[config.mk]
export PLATFORM = sky130hd
export DESIGN_NAME = qdr_b2_ctrl
export DESIGN_NICKNAME = d
export VERILOG_FILES = /design/src/rtl/qdr_b2_pkg.sv /design/src/rtl/qdr_b2_cmd_seq.sv /design/src/rtl/qdr_b2_lane_pack.sv /design/src/rtl/qdr_b2_rd_track.sv /design/src/rtl/qdr_b2_ctrl.sv
export SDC_FILE = /design/constraint.sdc
export NUM_CORES = 1
export LEC_CHECK = 0
export ABC_AREA = 1
export BUFFER_PORTS_ARGS = -buffer_cell sky130_fd_sc_hd__buf_2
export CORE_ASPECT_RATIO = 2
export CORE_UTILIZATION = 56
export CTS_CLUSTER_SIZE = 8
export DETAILED_ROUTE_END_ITERATION = 10
export PLACE_DENSITY = 0.86
export SYNTH_ARGS = -nofsm -noshare
export SYNTH_HDL_FRONTEND = slang
export SYNTH_HIERARCHICAL = 1
export SYNTH_SLANG_ARGS = --single-unit
[constraint.sdc]
create_clock -name clk -period 2.1 [get_ports clk]
set_input_delay 0.105 -clock clk [delete_from_list [all_inputs] [get_ports clk]]
set_output_delay 0.105 -clock clk [all_outputs]
set_load 0.02 [all_outputs]
[src/rtl/qdr_b2_pkg.sv]
// Shared definitions for the burst-of-two SRAM controller.
// Assumes one device cycle equals two fabric cycles (two phase slots).
package qdr_b2_pkg;

    // Phase slot of the device clock during one fabric cycle.
    typedef enum logic {
        SLOT_K_LOW  = 1'b0,
        SLOT_K_HIGH = 1'b1
    } slot_e;

    // Pipeline taps, counted in edges after read acceptance minus one,
    // for the first and second returned beats with no output-clock lag.
    localparam int unsigned BEAT0_TAP = 4;
    localparam int unsigned BEAT1_TAP = 5;

endpackage

[src/rtl/qdr_b2_cmd_seq.sv]
// Command sequencer: owns the phase slot and drives selects and address.
// Commands are taken only in a K-high slot. The selects and the read (or
// write) address appear in the next K-low slot, and the write address in
// the K-high slot after that. The write word and lanes are held for the
// beat packer. Assumes the read and write ports are independent.
module qdr_b2_cmd_seq
    import qdr_b2_pkg::*;
#(
    parameter int unsigned ADDR_W = 19,
    parameter int unsigned BEAT_W = 18,
    parameter int unsigned LANES  = 2
) (
    input  logic                  clk,
    input  logic                  rst_n,
    input  logic                  wr_valid,
    input  logic [ADDR_W-1:0]     wr_addr,
    input  logic [2*BEAT_W-1:0]   wr_data,
    input  logic [LANES-1:0]      wr_lane_en,
    input  logic                  rd_valid,
    input  logic [ADDR_W-1:0]     rd_addr,
    output slot_e                 slot,
    output logic                  cmd_ready,
    output logic                  rd_issue,
    output logic                  sel_rd_n,
    output logic                  sel_wr_n,
    output logic [ADDR_W-1:0]     bus_addr,
    output logic [2*BEAT_W-1:0]   hold_data,
    output logic [LANES-1:0]      hold_lanes,
    output logic                  wr_busy,
    output logic                  beat_sel
);

    logic [ADDR_W-1:0] hold_addr;

    // Commands are taken at the edge that ends a K-high slot.
    assign cmd_ready = (slot == SLOT_K_HIGH);
    assign rd_issue  = cmd_ready && rd_valid;

    // Advance the slot and drive the device-side command fields.
    always_ff @(posedge clk) begin
        if (!rst_n) begin
            slot     <= SLOT_K_LOW;
            sel_rd_n <= 1'b1;
            sel_wr_n <= 1'b1;
            bus_addr <= '0;
            wr_busy  <= 1'b0;
            beat_sel <= 1'b0;
        end else if (slot == SLOT_K_HIGH) begin
            slot     <= SLOT_K_LOW;
            sel_rd_n <= ~rd_valid;
            sel_wr_n <= ~wr_valid;
            wr_busy  <= wr_valid;
            beat_sel <= 1'b0;
            bus_addr <= rd_valid ? rd_addr : wr_addr;
        end else begin
            slot     <= SLOT_K_HIGH;
            sel_rd_n <= 1'b1;
            sel_wr_n <= 1'b1;
            beat_sel <= 1'b1;
            bus_addr <= hold_addr;
        end
    end

    // Hold the accepted write for the second slot of its device cycle.
    always_ff @(posedge clk) begin
        if (!rst_n) begin
            hold_addr  <= '0;
            hold_data  <= '0;
            hold_lanes <= '0;
        end else if (cmd_ready && wr_valid) begin
            hold_addr  <= wr_addr;
            hold_data  <= wr_data;
            hold_lanes <= wr_lane_en;
        end
    end

endmodule

[src/rtl/qdr_b2_lane_pack.sv]
// Beat packer: picks the first or second write beat for the data bus and
// forms the active-low lane enables. Lanes split each beat into equal
// slices, lowest lane in the lowest bits. Assumes BEAT_W divides by LANES.
module qdr_b2_lane_pack #(
    parameter int unsigned BEAT_W = 18,
    parameter int unsigned LANES  = 2
) (
    input  logic [2*BEAT_W-1:0] hold_data,
    input  logic [LANES-1:0]    hold_lanes,
    input  logic                wr_busy,
    input  logic                beat_sel,
    output logic [BEAT_W-1:0]   sram_d,
    output logic [LANES-1:0]    sram_bw_n
);

    localparam int unsigned LANE_W = BEAT_W / LANES;

    for (genvar l = 0; l < LANES; l++) begin : g_lane
        // Select this lane's slice of the current beat.
        assign sram_d[l*LANE_W +: LANE_W] = beat_sel
            ? hold_data[BEAT_W + l*LANE_W +: LANE_W]
            : hold_data[l*LANE_W +: LANE_W];
        // Enable the lane only while a write occupies the device cycle.
        assign sram_bw_n[l] = ~(hold_lanes[l] & wr_busy);
    end

endmodule

[src/rtl/qdr_b2_rd_track.sv]
// Read tracker: a shift register marks every accepted read. Two taps,
// chosen by the clock mode, capture the first and second returned beats.
// The second tap raises the response strobe. Assumes a fixed device read
// latency and an output clock that lags K by C_LAG slots in dual-clock mode.
module qdr_b2_rd_track
    import qdr_b2_pkg::*;
#(
    parameter int unsigned BEAT_W = 18,
    parameter int unsigned C_LAG  = 1
) (
    input  logic                clk,
    input  logic                rst_n,
    input  logic                single_clk_mode,
    input  logic                rd_issue,
    input  logic [BEAT_W-1:0]   sram_q,
    output logic                rsp_valid,
    output logic [2*BEAT_W-1:0] rsp_data
);

    localparam int unsigned PIPE_D = BEAT1_TAP + 1 + C_LAG;

    logic [PIPE_D-1:0] pipe;
    logic [BEAT_W-1:0] first_beat;
    logic              tap0;
    logic              tap1;

    // Pick the capture taps for the selected clock mode.
    always_comb begin
        tap0 = single_clk_mode ? pipe[BEAT0_TAP] : pipe[BEAT0_TAP + C_LAG];
        tap1 = single_clk_mode ? pipe[BEAT1_TAP] : pipe[BEAT1_TAP + C_LAG];
    end

    // Shift the outstanding-read markers.
    always_ff @(posedge clk) begin
        if (!rst_n) pipe <= '0;
        else        pipe <= {pipe[PIPE_D-2:0], rd_issue};
    end

    // Capture both beats and strobe the assembled word.
    always_ff @(posedge clk) begin
        if (!rst_n) begin
            first_beat <= '0;
            rsp_valid  <= 1'b0;
            rsp_data   <= '0;
        end else begin
            rsp_valid <= tap1;
            if (tap0) first_beat <= sram_q;
            if (tap1) rsp_data   <= {sram_q, first_beat};
        end
    end

endmodule

[src/rtl/qdr_b2_ctrl.sv]
// Top of the burst-of-two SRAM controller. Connects the command sequencer,
// beat packer and read tracker. Assumes clk runs at twice the device clock
// and that sram_k is used to make the device K and K# edges.
module qdr_b2_ctrl
    import qdr_b2_pkg::*;
#(
    parameter int unsigned ADDR_W = 19,
    parameter int unsigned BEAT_W = 18,
    parameter int unsigned LANES  = 2,
    parameter int unsigned C_LAG  = 1
) (
    input  logic                clk,
    input  logic                rst_n,
    input  logic                single_clk_mode,
    input  logic                wr_valid,
    output logic                wr_ready,
    input  logic [ADDR_W-1:0]   wr_addr,
    input  logic [2*BEAT_W-1:0] wr_data,
    input  logic [LANES-1:0]    wr_lane_en,
    input  logic                rd_valid,
    output logic                rd_ready,
    input  logic [ADDR_W-1:0]   rd_addr,
    output logic                rsp_valid,
    output logic [2*BEAT_W-1:0] rsp_data,
    output logic                sram_k,
    output logic                sram_rd_n,
    output logic                sram_wr_n,
    output logic [ADDR_W-1:0]   sram_addr,
    output logic [BEAT_W-1:0]   sram_d,
    output logic [LANES-1:0]    sram_bw_n,
    input  logic [BEAT_W-1:0]   sram_q
);

    slot_e                slot;
    logic                 cmd_ready;
    logic                 rd_issue;
    logic [2*BEAT_W-1:0]  hold_data;
    logic [LANES-1:0]     hold_lanes;
    logic                 wr_busy;
    logic                 beat_sel;

    assign sram_k   = (slot == SLOT_K_HIGH);
    assign wr_ready = cmd_ready;
    assign rd_ready = cmd_ready;

    qdr_b2_cmd_seq #(
        .ADDR_W (ADDR_W),
        .BEAT_W (BEAT_W),
        .LANES  (LANES)
    ) u_seq (
        .clk        (clk),
        .rst_n      (rst_n),
        .wr_valid   (wr_valid),
        .wr_addr    (wr_addr),
        .wr_data    (wr_data),
        .wr_lane_en (wr_lane_en),
        .rd_valid   (rd_valid),
        .rd_addr    (rd_addr),
        .slot       (slot),
        .cmd_ready  (cmd_ready),
        .rd_issue   (rd_issue),
        .sel_rd_n   (sram_rd_n),
        .sel_wr_n   (sram_wr_n),
        .bus_addr   (sram_addr),
        .hold_data  (hold_data),
        .hold_lanes (hold_lanes),
        .wr_busy    (wr_busy),
        .beat_sel   (beat_sel)
    );

    qdr_b2_lane_pack #(
        .BEAT_W (BEAT_W),
        .LANES  (LANES)
    ) u_pack (
        .hold_data  (hold_data),
        .hold_lanes (hold_lanes),
        .wr_busy    (wr_busy),
        .beat_sel   (beat_sel),
        .sram_d     (sram_d),
        .sram_bw_n  (sram_bw_n)
    );

    qdr_b2_rd_track #(
        .BEAT_W (BEAT_W),
        .C_LAG  (C_LAG)
    ) u_track (
        .clk             (clk),
        .rst_n           (rst_n),
        .single_clk_mode (single_clk_mode),
        .rd_issue        (rd_issue),
        .sram_q          (sram_q),
        .rsp_valid       (rsp_valid),
        .rsp_data        (rsp_data)
    );

endmodule

==> run_results.csv <==
group,metric,value,unit
status,status,"completed",
global_routing,met2_usage,56.2,%
clock_tree,htreeDepth,4,
power_and_ir_drop,cellPowerDensity,831,nW/um^2
logic_synthesis,syn_area,6110,sq um
logic_synthesis,synthDistinctLibCells,18,
sta,rsz0062_at_grt,"false",
worst_setup_path,crit_chain,"buf_4, inv_8, nand2_1, nand2_1, buf_2",
global_routing,grt_pass1_wl,27.0,mm
power_and_ir_drop,seqPwrFrac,41.8,%
logic_synthesis,yosys_register_bits,142,
logic_synthesis,yosys_warnings,6,
power_and_ir_drop,comb_power_share,12.2,%
route,drt_iter0_drc,233,
clock_tree,cts_tree,"yes",
route,ant_nets,0,
clock_tree,insertion_delay,0.40,ns
final_layout,area_growth_syn_to_layout,34.9,%
worst_setup_path,required,2.00,ns
power_and_ir_drop,power_leakage,4.49,nW
floorplan,fp-row-count,53,
global_routing,grt-ovfl-total,0,
sta,finalMaxSlewViolations,0,
route,route.detailed.drc,0,
sta,fin_crit_sh,84.0,%
clock_tree,ctsHoldBuffers,67,
clock_tree,cts_inserted_buffers,17,
final_layout,diodes,0,
floorplan,start_util,58.0,%
sta,tns,0,ns
power_and_ir_drop,irDropWorstVdd,0.624,mV
global_routing,antenna_found_initial,0,
power_and_ir_drop,p_sw_share,24.4,%
sta,setup-violations-final,0,
route,routed_wl,17.4,mm
worst_setup_path,worstSetupStartpointType,"register",
logic_synthesis,synth_area_leader_cell,"dfxtp_1",
power_and_ir_drop,internal-power,5.18,mW
sta,max_freq,567,MHz
sta,min_period,1.76,ns
sta,worst_slack,0.336,ns
worst_setup_path,cp.arrival,1.66,ns
final_layout,drive_gt1_share,19.7,%
power_and_ir_drop,switchingPower,1.67,mW
floorplan,boundaryPins,180,
global_routing,use_met3,7.61,%
logic_synthesis,ys_seq_area_share,46.5,%
clock_tree,clock-root-buffer,"clkbuf_16",
logic_synthesis,syn_area_per_cell,6.54,sq um
placement,port_buffers,179,
placement,place_ws,0.455,ns
flow_run,cap_violations,0,
worst_setup_path,critPathMaxFanout,18,
global_routing,grt.met1_usage,30.1,%
clock_tree,path_clk_slew,0.06,ns
floorplan,die_h,150,um
clock_tree,clock-sinks,142,
sta,max_slew_margin,37.8,%
sta,tightest_slew,0.932,ns
route,routed_via_density,4.98,
route,wl_per_cell,13.3,um
worst_setup_path,cpMostUsedCell,"nand2_1",
route,drtPass1Iterations,8,
global_routing,grt_pass1_vias,6249,
worst_setup_path,max_stage_delay,0.51,ns
floorplan,die-width,75.9,um
clock_tree,post_cts_buffers,0,
sta,fin_skew,0.0100,ns
floorplan,coreArea,10500,sq um
clock_tree,cts_resized,0,
worst_setup_path,cp_slowest_cell,"dfxtp_1",
logic_synthesis,synth_top_area_share,46.5,%
worst_setup_path,worstSetupPathType,"reg -> out",
placement,place_congestion,0.797,
min_path,min_path_type,"in -> reg",
global_routing,track_usage,31.3,%
logic_synthesis,syn-num-nets,1033,
global_routing,grt.busiest_layer,"met2",
sta,hold_viol,0,
floorplan,die_area,11400,sq um
logic_synthesis,syn_inst,934,
power_and_ir_drop,clkPwrFrac,46.0,%
final_layout,layout.nets,1252,
logic_synthesis,synth_area_leaders,"dfxtp_1 47%, nand2_1 18%, nor2_1 13%",
worst_setup_path,cp-end-kind,"output port",
global_routing,grt_max_degree,98,
placement,post-dp-hpwl,9.55,mm
final_layout,final_util,78.2,%
route,vias,6488,
clock_tree,cts_buffer_depth,2,
## through the flow
stage               instances  power (mW)  instance area [sq um]  hold slack, ns
floorplan                 934        3.38                   6110           0.240
detailed placement       1204        3.60                   6950           0.331
finish                   1302        6.85                   8240          0.0128
global route             1302        7.09                   8240          0.0288
global placement         1204        3.59                   6950           0.324
CTS                      1302        6.83                   8240        0.000608
## kinds of logic after synthesis
logic type             after synthesis  share of synthesized area (%)
DFF                                142                           46.5
AOI/OAI and AO/OA                   15                           1.60
buffers and inverters              186                           13.7
and+or+nand+nor                    591                           38.2
## critical path: cells and delay by family (launching register included)
kind / cells / cell delay [ns]
DFF: 1 / 0.51
and+or+nand+nor: 2 / 0.18
buffers and inverters: 3 / 0.54
## power groups by stage
| stage | sequential (mW) | clock (mW) | combinational, mW |
|---|---|---|---|
| 2_1_floorplan | 2.94 | 0 | 0.439 |
| 3_3_place_gp | 2.91 | 0 | 0.678 |
| 3_5_place_dp | 2.91 | 0 | 0.688 |
| 4_1_cts | 2.85 | 3.19 | 0.793 |
| 5_1_grt | 2.87 | 3.31 | 0.912 |
| 6_report | 2.86 | 3.15 | 0.838 |
## placed cells by master, fill, tap and decap left out, types with 3 or more instances in the layout
cell and instances:
a21oi_1 13, buf_12 3, buf_2 178, buf_4 4
bufinv_16 4, clkbuf_16 17, dfxtp_1 142, dlygate4sd3_1 67
inv_1 130, nand2_1 296, nand2_2 9, nand3_1 74
nor2_1 209
## synth_stat cells
cell / number
buf_6: 9
buf_1: 3
nand2_1: 297
and3_1: 1
nand3_1: 74
nor2_1: 210
a21oi_1: 13
inv_8: 1
buf_2: 25
nand2_2: 9
inv_2: 2
clkinv_1: 1
clkbuf_1: 9
buf_4: 5
buf_8: 1
inv_1: 130
o21ai_4: 2
dfxtp_1: 142
## cell type report
class / instances / area [sq um]
Clock buffer: 21 / 460
Multi-Input combinational cell: 606 / 2440
Inverter: 134 / 510
Fill cell: 712 / 2300
Sequential cell: 142 / 2840
Clock inverter: 10 / 163
Tap cell: 137 / 171
Timing Repair Buffer: 252 / 1650
## routing by layer
layer  share of wire [%]  wire length (um)
met5                   0                 0
met4                 4.4               769
met3                 7.5              1300
met2                  53              9170
met1                  35              6130
## sequential cells by signal (all words and copies together) (netlist names)
signal,flops
u_seq/wr_busy,1
u_track/rsp_data,36
u_seq/hold_lanes,2
u_track/pipe,7
u_seq/bus_addr,19
u_track/rsp_valid,1
u_track/first_beat,18
u_seq/sel_rd_n,1
u_seq/sel_wr_n,1
u_seq/hold_addr,19
u_seq/beat_sel,1
u_seq/hold_data,36
## worst paths after layout
check | startpoint | end | slack, ns | depth (start not counted)
setup / recovery | u_seq/beat_sel$_SDFF_PN0_ | sram_d[12] | 0.34 | 5
hold / removal | rd_addr[3] | u_seq/bus_addr[3]$_SDFF_PN0_ | 0.01 | 5
hold reg to reg | u_track/pipe[2]$_SDFF_PN0_ | u_track/pipe[3]$_SDFF_PN0_ | 0.40 | 2
setup reg to reg | u_seq/beat_sel$_SDFF_PN0_ | u_seq/bus_addr[15]$_SDFF_PN0_ | 0.39 | 4
(Power assumes the default switching activity.)
